### src/rtl/audioDmaPkg.sv
package audioDmaPkg;
  typedef enum logic {ST_IDLE, ST_BURST} dmaState_t;

  typedef struct packed {
    logic advance;
    logic reload;
  } dmaStrobe_t;
endpackage

### src/rtl/audioDmaCtrl.sv
module audioDmaCtrl
  import audioDmaPkg::*;
#(
  parameter int FIFO_DEPTH = 32,
  parameter int LVL_W      = $clog2(FIFO_DEPTH + 1)
) (
  input  logic             clk,
  input  logic             rstN,
  input  logic             restart,
  input  logic             xferEn,
  input  logic             writeMode,
  input  logic [2:0]       burstCode,
  input  logic [1:0]       threshCode,
  input  logic [LVL_W-1:0] fifoLevel,
  input  logic             busAck,
  input  logic             landsOnProt,
  output logic             busReq,
  output dmaStrobe_t       strobe
);
  localparam int BEAT_W = 8;

  dmaState_t         state;
  logic [BEAT_W-1:0] beatsLeft;
  logic [BEAT_W-1:0] burstLen;
  logic [LVL_W-1:0]  avail;
  logic [LVL_W-1:0]  thrVal;
  logic              canStart;

  always_comb begin
    avail = writeMode ? fifoLevel : (LVL_W'(FIFO_DEPTH) - fifoLevel);
    case (threshCode)
      2'd0:    thrVal = LVL_W'(1);
      2'd1:    thrVal = LVL_W'(4);
      2'd2:    thrVal = LVL_W'(8);
      default: thrVal = LVL_W'(16);
    endcase
    burstLen = BEAT_W'(1) << burstCode;
    canStart = xferEn && (avail >= thrVal);
  end

  assign busReq         = (state == ST_BURST);
  assign strobe.reload  = restart;
  assign strobe.advance = busReq && busAck && xferEn && !restart;

  always_ff @(posedge clk) begin
    if (!rstN) begin
      state     <= ST_IDLE;
      beatsLeft <= '0;
    end else if (restart) begin
      state     <= ST_IDLE;
      beatsLeft <= '0;
    end else begin
      case (state)
        ST_IDLE: begin
          if (canStart) begin
            state     <= ST_BURST;
            beatsLeft <= burstLen;
          end
        end
        default: begin
          if (!xferEn) begin
            state <= ST_IDLE;
          end else if (busAck) begin
            beatsLeft <= beatsLeft - BEAT_W'(1);
            if (beatsLeft == BEAT_W'(1) || landsOnProt) state <= ST_IDLE;
          end
        end
      endcase
    end
  end

  // enable low ends the burst
  assert_en_low_drops_req_R10: assert property (@(posedge clk) disable iff (!rstN)
    !xferEn |=> !busReq);

  // a request starts only after the threshold was met
  assert_req_needs_threshold_R8: assert property (@(posedge clk) disable iff (!rstN)
    $rose(busReq) |-> $past(xferEn && (avail >= thrVal)));

  // after the last beat of a burst the request drops
  assert_burst_end_R7: assert property (@(posedge clk) disable iff (!rstN)
    (strobe.advance && beatsLeft == BEAT_W'(1)) |=> !busReq);
endmodule

### src/rtl/audioDmaPath.sv
module audioDmaPath
  import audioDmaPkg::*;
#(
  parameter int ADDR_W = 32
) (
  input  logic              clk,
  input  logic              rstN,
  input  dmaStrobe_t        strobe,
  input  logic [ADDR_W-1:0] baseAddr,
  input  logic [ADDR_W-1:0] protAddr,
  input  logic [3:0]        limitCode,
  output logic [ADDR_W-1:0] busAddr,
  output logic [ADDR_W-1:0] curPtr,
  output logic              landsOnProt,
  output logic              limitEvt
);
  localparam int BOUND_BASE = 5;
  localparam logic [ADDR_W-1:0] DWORD_BYTES = ADDR_W'(4);

  logic [ADDR_W-1:0] nextPtr;
  logic [ADDR_W-1:0] boundMask;
  logic              hitBound;

  always_comb begin
    busAddr     = (curPtr == protAddr) ? baseAddr : curPtr;
    nextPtr     = busAddr + DWORD_BYTES;
    landsOnProt = (nextPtr == protAddr);
    boundMask   = (ADDR_W'(1) << (BOUND_BASE + int'(limitCode))) - ADDR_W'(1);
    hitBound    = (limitCode != 4'd0) && ((nextPtr & boundMask) == '0);
  end

  always_ff @(posedge clk) begin
    if (!rstN) begin
      curPtr   <= '0;
      limitEvt <= 1'b0;
    end else if (strobe.reload) begin
      curPtr   <= baseAddr;
      limitEvt <= 1'b0;
    end else if (strobe.advance) begin
      curPtr   <= nextPtr;
      limitEvt <= hitBound;
    end else begin
      limitEvt <= 1'b0;
    end
  end

  // the pointer holds without a beat or reload
  assert_ptr_hold_R3: assert property (@(posedge clk) disable iff (!rstN)
    (!strobe.advance && !strobe.reload) |=> $stable(curPtr));

  // a beat taken at the protection address restarts from the base
  assert_wrap_to_base_R4: assert property (@(posedge clk) disable iff (!rstN)
    (strobe.advance && !strobe.reload && curPtr == protAddr)
      |=> curPtr == $past(baseAddr) + DWORD_BYTES);

  // an event only follows an accepted beat
  assert_evt_after_beat_R5: assert property (@(posedge clk) disable iff (!rstN)
    limitEvt |-> $past(strobe.advance));

  // limit code zero never produces an event
  assert_zero_limit_silent_R6: assert property (@(posedge clk) disable iff (!rstN)
    limitEvt |-> $past(limitCode) != 4'd0);
endmodule

### src/rtl/audioDmaAddrGen.sv
module audioDmaAddrGen
  import audioDmaPkg::*;
#(
  parameter int ADDR_W     = 32,
  parameter int FIFO_DEPTH = 32,
  parameter int LVL_W      = $clog2(FIFO_DEPTH + 1)
) (
  input  logic              clk,
  input  logic              rstN,
  input  logic              restart,
  input  logic              xferEn,
  input  logic              writeMode,
  input  logic [ADDR_W-1:0] baseAddr,
  input  logic [ADDR_W-1:0] protAddr,
  input  logic [11:0]       pageWord,
  input  logic [2:0]        burstCode,
  input  logic [1:0]        threshCode,
  input  logic [LVL_W-1:0]  fifoLevel,
  input  logic              busAck,
  output logic              busReq,
  output logic [ADDR_W-1:0] busAddr,
  output logic [ADDR_W-1:0] curPtr,
  output logic              limitEvt
);
  dmaStrobe_t strobe;
  logic       landsOnProt;
  logic       unusedPageBits;

  // translation enable (bit 11) and the other spare bits are not used
  assign unusedPageBits = ^{pageWord[11:8], pageWord[3:0]};

  audioDmaCtrl #(.FIFO_DEPTH(FIFO_DEPTH), .LVL_W(LVL_W)) i_ctrl (
    .clk         (clk),
    .rstN        (rstN),
    .restart     (restart),
    .xferEn      (xferEn),
    .writeMode   (writeMode),
    .burstCode   (burstCode),
    .threshCode  (threshCode),
    .fifoLevel   (fifoLevel),
    .busAck      (busAck),
    .landsOnProt (landsOnProt),
    .busReq      (busReq),
    .strobe      (strobe)
  );

  audioDmaPath #(.ADDR_W(ADDR_W)) i_path (
    .clk         (clk),
    .rstN        (rstN),
    .strobe      (strobe),
    .baseAddr    (baseAddr),
    .protAddr    (protAddr),
    .limitCode   (pageWord[7:4]),
    .busAddr     (busAddr),
    .curPtr      (curPtr),
    .landsOnProt (landsOnProt),
    .limitEvt    (limitEvt)
  );
endmodule

### config.mk
export PLATFORM = sky130hd
export DESIGN_NAME = audioDmaAddrGen
export DESIGN_NICKNAME = d
export VERILOG_FILES = /design/src/rtl/audioDmaPkg.sv /design/src/rtl/audioDmaCtrl.sv /design/src/rtl/audioDmaPath.sv /design/src/rtl/audioDmaAddrGen.sv
export SDC_FILE = /design/constraint.sdc
export NUM_CORES = 1
export LEC_CHECK = 0
export BUFFER_PORTS_ARGS = -buffer_cell sky130_fd_sc_hd__buf_2
export CAP_MARGIN = 20
export CORE_UTILIZATION = 50
export CTS_BUF_LIST = sky130_fd_sc_hd__clkbuf_16
export DETAILED_ROUTE_END_ITERATION = 8
export PLACE_DENSITY = 0.8
export REMOVE_ABC_BUFFERS = 1
export SYNTH_ARGS = -nofsm -noshare
export SYNTH_HDL_FRONTEND = slang
export SYNTH_SLANG_ARGS = --single-unit
### constraint.sdc
create_clock -name clk -period 5.93 [get_ports clk]
set_input_delay 0.8895 -clock clk [delete_from_list [all_inputs] [get_ports clk]]
set_output_delay 0.8895 -clock clk [all_outputs]
set_load 0.005 [all_outputs]
==> results.json <==
{
  "placedCellCount": 1112,
  "synthesis.area_um2": 5900,
  "layout_commonest_cell": "buf_2",
  "cts_hold_buf": 0,
  "syn_to_final_growth_pct": 14.9,
  "ant_nets": 0,
  "relSlewSlack": 0.257,
  "final_hold_viol_count": 0,
  "ys.flop_type": "dfxtp_1",
  "worstHoldStart": "i_ctrl.beatsLeft[6]",
  "firstDrtPassIters": 5,
  "r2r-start": "i_path.curPtr[17]",
  "drive_gt1_frac": 0.193,
  "clkSinkCount": 42,
  "post_cts.repair.setup_buffers": 0,
  "vias": 7024,
  "crit_chain": "buf_2, xnor2_1, nand4_1, or4_4, nor2_8, mux2i_1, inv_1, ha_1, and4_1, nand4_1, nor2_1, xnor2_1, nor4_1, o22ai_1, a2111o_1, nor4_1, a41oi_1",
  "path_clk_slew_ns": 0.07,
  "fin_tns_setup_ns": 0,
  "cts_root_buffer": "clkbuf_16",
  "outcome": "completed",
  "routabilityCongestion": 0.967,
  "multi_input_area_um2": 4660,
  "fmax_mhz": 186,
  "numCtsBuffers": 5,
  "cts_tree": "done",
  "synthesis.instances": 876,
  "drv_slew": 0,
  "routed_wl_um": 20200,
  "cts_buffer_depth": 2,
  "required_ns": 6.07,
  "yosys.area.top_type_share": 0.143,
  "critPathArrivalTime_ns": 5.52,
  "numPortBuffers": 150,
  "fin_skew_ns": 0.00897,
  "maxCapViolCount": 0,
  "start_kind": "primary input",
  "seqCellArea_um2": 841,
  "seq_area_frac_synth": 0.143,
  "drc_errors": 0,
  "end_kind": "register",
  "globalRouteTotalUtil": 0.320,
  "dpl.hpwl_um": 14900,
  "grt_max_degree": 75,
  "grt_pass1_wl_um": 32100,
  "ys_seq_elements": 42,
  "post_cts_resized": 0,
  "die_h_um": 111,
  "synth.distinct_cells": 69,
  "fillCellCount": 1133,
  "yosys.area.top_type": "dfxtp_1",
  "grt_pass1_vias": 6197,
  "avgSynthCellArea_um2": 6.73,
  "clk-insertion-delay-late_ns": 0.30,
  "num_rows": 39,
  "die_w_um": 111,
  "power_density_nw_per_um2": 139,
  "synth_edf_count": 0,
  "core_region_area_um2": 11500,
  "min_period_ns": 5.37,
  "cp_slowest_cell": "or4_4",
  "synth_area_leaders": "dfxtp_1, xnor2_1, nand2_1",
  "whs_ns": 0.498,
  "grt.overflow.total": 0,
  "rsz0062_at_grt": "no",
  "finish.utilization": 0.591,
  "vias_per_cell": 6.27,
  "hold_class": "register to register",
  "htree_levels": 2,
  "dieArea_um2": 12200,
  "vdd_drop_max_mv": 0.129,
  "fin_crit_sh": 0.906,
  "finalSetupViolCount": 0,
  "placed_cell_area_um2": 6630,
  "avgRoutedWirePerCell_um": 18.1,
  "crit_fanout": 16,
  "cp_slowest_stage_delay_ns": 0.63,
  "n_antenna_cell": 0,
  "layout_common_cells": "buf_2, nand2_1, xnor2_1, nor2_1, o21ai_0",
  "layoutNonFillerInstCount": 1120,
  "tightest_slew_ns": 1.10,
  "synth_warnings": 0,
  "layout_setup_ws_ns": 0.555,
  "final_nets": 1078,
  "p_total_mw": 0.944,
  "postSynth.asyncResetShare": 0,
  "antenna_found_initial": 0,
  "dpl_worst_slack_ns": 0.507,
  "final_cell_area_um2": 6780,
  "ios": 159,
  "p_leak_nw": 2.75,
  "start_util": 0.514,
  "crit_type": "primary input to register",
  "critPathLaunch": "protAddr[31]",
  "drtIter0Drc": 727
}
registers in the layout (all words and copies together), names as in the netlist:
register,flops
i_ctrl.beatsLeft,8
i_path.limitEvt,1
i_ctrl.busReq,1
i_path.curPtr,32
cell type report:
type	instances	share of cell area
clock buffer	5	0.0185
clock inverter	3	0.00314
inverter	27	0.0150
multi-input combinational	737	0.688
sequential	42	0.124
tap	143	0.0264
timing repair buffer	163	0.125
where the power goes:
part,total (mW),switching (mW),internal [mW]
clock network,0.291,0.135,0.157
registers,0.332,0.0346,0.297
logic,0.321,0.181,0.140
total,0.944,0.351,0.594
worst max-delay path, delay by kind of cell:
kind                     cells  cell delay, ns
AO/OA/AOI/OAI                3            0.64
AND/OR/NAND/NOR              8            2.83
buffers and inverters        2            0.24
multiplexers                 1            0.19
XOR/XNOR                     2            0.53
adder cells (fa/ha/maj)      1            0.19
Yosys cell counts, types with 3 or more instances:
cell type / count
clkbuf_1: 46
mux2i_1: 28
or4_1: 3
nand3_1: 32
nand3b_1: 5
nor2b_1: 15
buf_2: 19
and4_1: 7
nor2_1: 61
o2111ai_1: 5
a31oi_1: 13
o31ai_1: 4
ha_1: 9
nor4_1: 9
dfxtp_1: 42
o22ai_1: 5
a22oi_1: 6
xor2_1: 34
and2_1: 15
nor3_1: 23
nor4b_1: 4
o21ai_0: 53
a21o_1: 3
nand2_1: 142
a211o_1: 4
o211ai_1: 14
a41oi_1: 4
nand4_1: 25
a21oi_1: 48
xnor2_1: 74
a211oi_1: 9
buf_1: 3
and3_1: 20
mux2_2: 5
a311oi_1: 5
a32oi_1: 3
o32ai_1: 4
o211a_1: 6
nor4_2: 3
inv_1: 26
layer usage:
layer	routed length [µm]	GRT usage
met1	8560	0.446
met2	8920	0.508
met4	535	0.0880
met5	0	0
met3	2210	0.0538
final timing paths:
kind	endpoint	slack (ns)	cells past startpoint
setup / recovery	i_ctrl.busReq	0.56	17
hold reg to reg	i_ctrl.beatsLeft[6]	0.50	2
setup reg to reg	i_ctrl.busReq	0.87	16
hold / removal	i_ctrl.beatsLeft[6]	0.50	2
kinds of logic after synthesis:
kind of cell / share of synthesized area
xor+xnor: 0.167
flops: 0.143
other cells: 0.000636
simple gates: 0.317
fa+ha+maj: 0.0191
buf+inv: 0.0679
compound gates: 0.229
mux: 0.0571
Note: power is estimated with default switching activity, not from simulation.
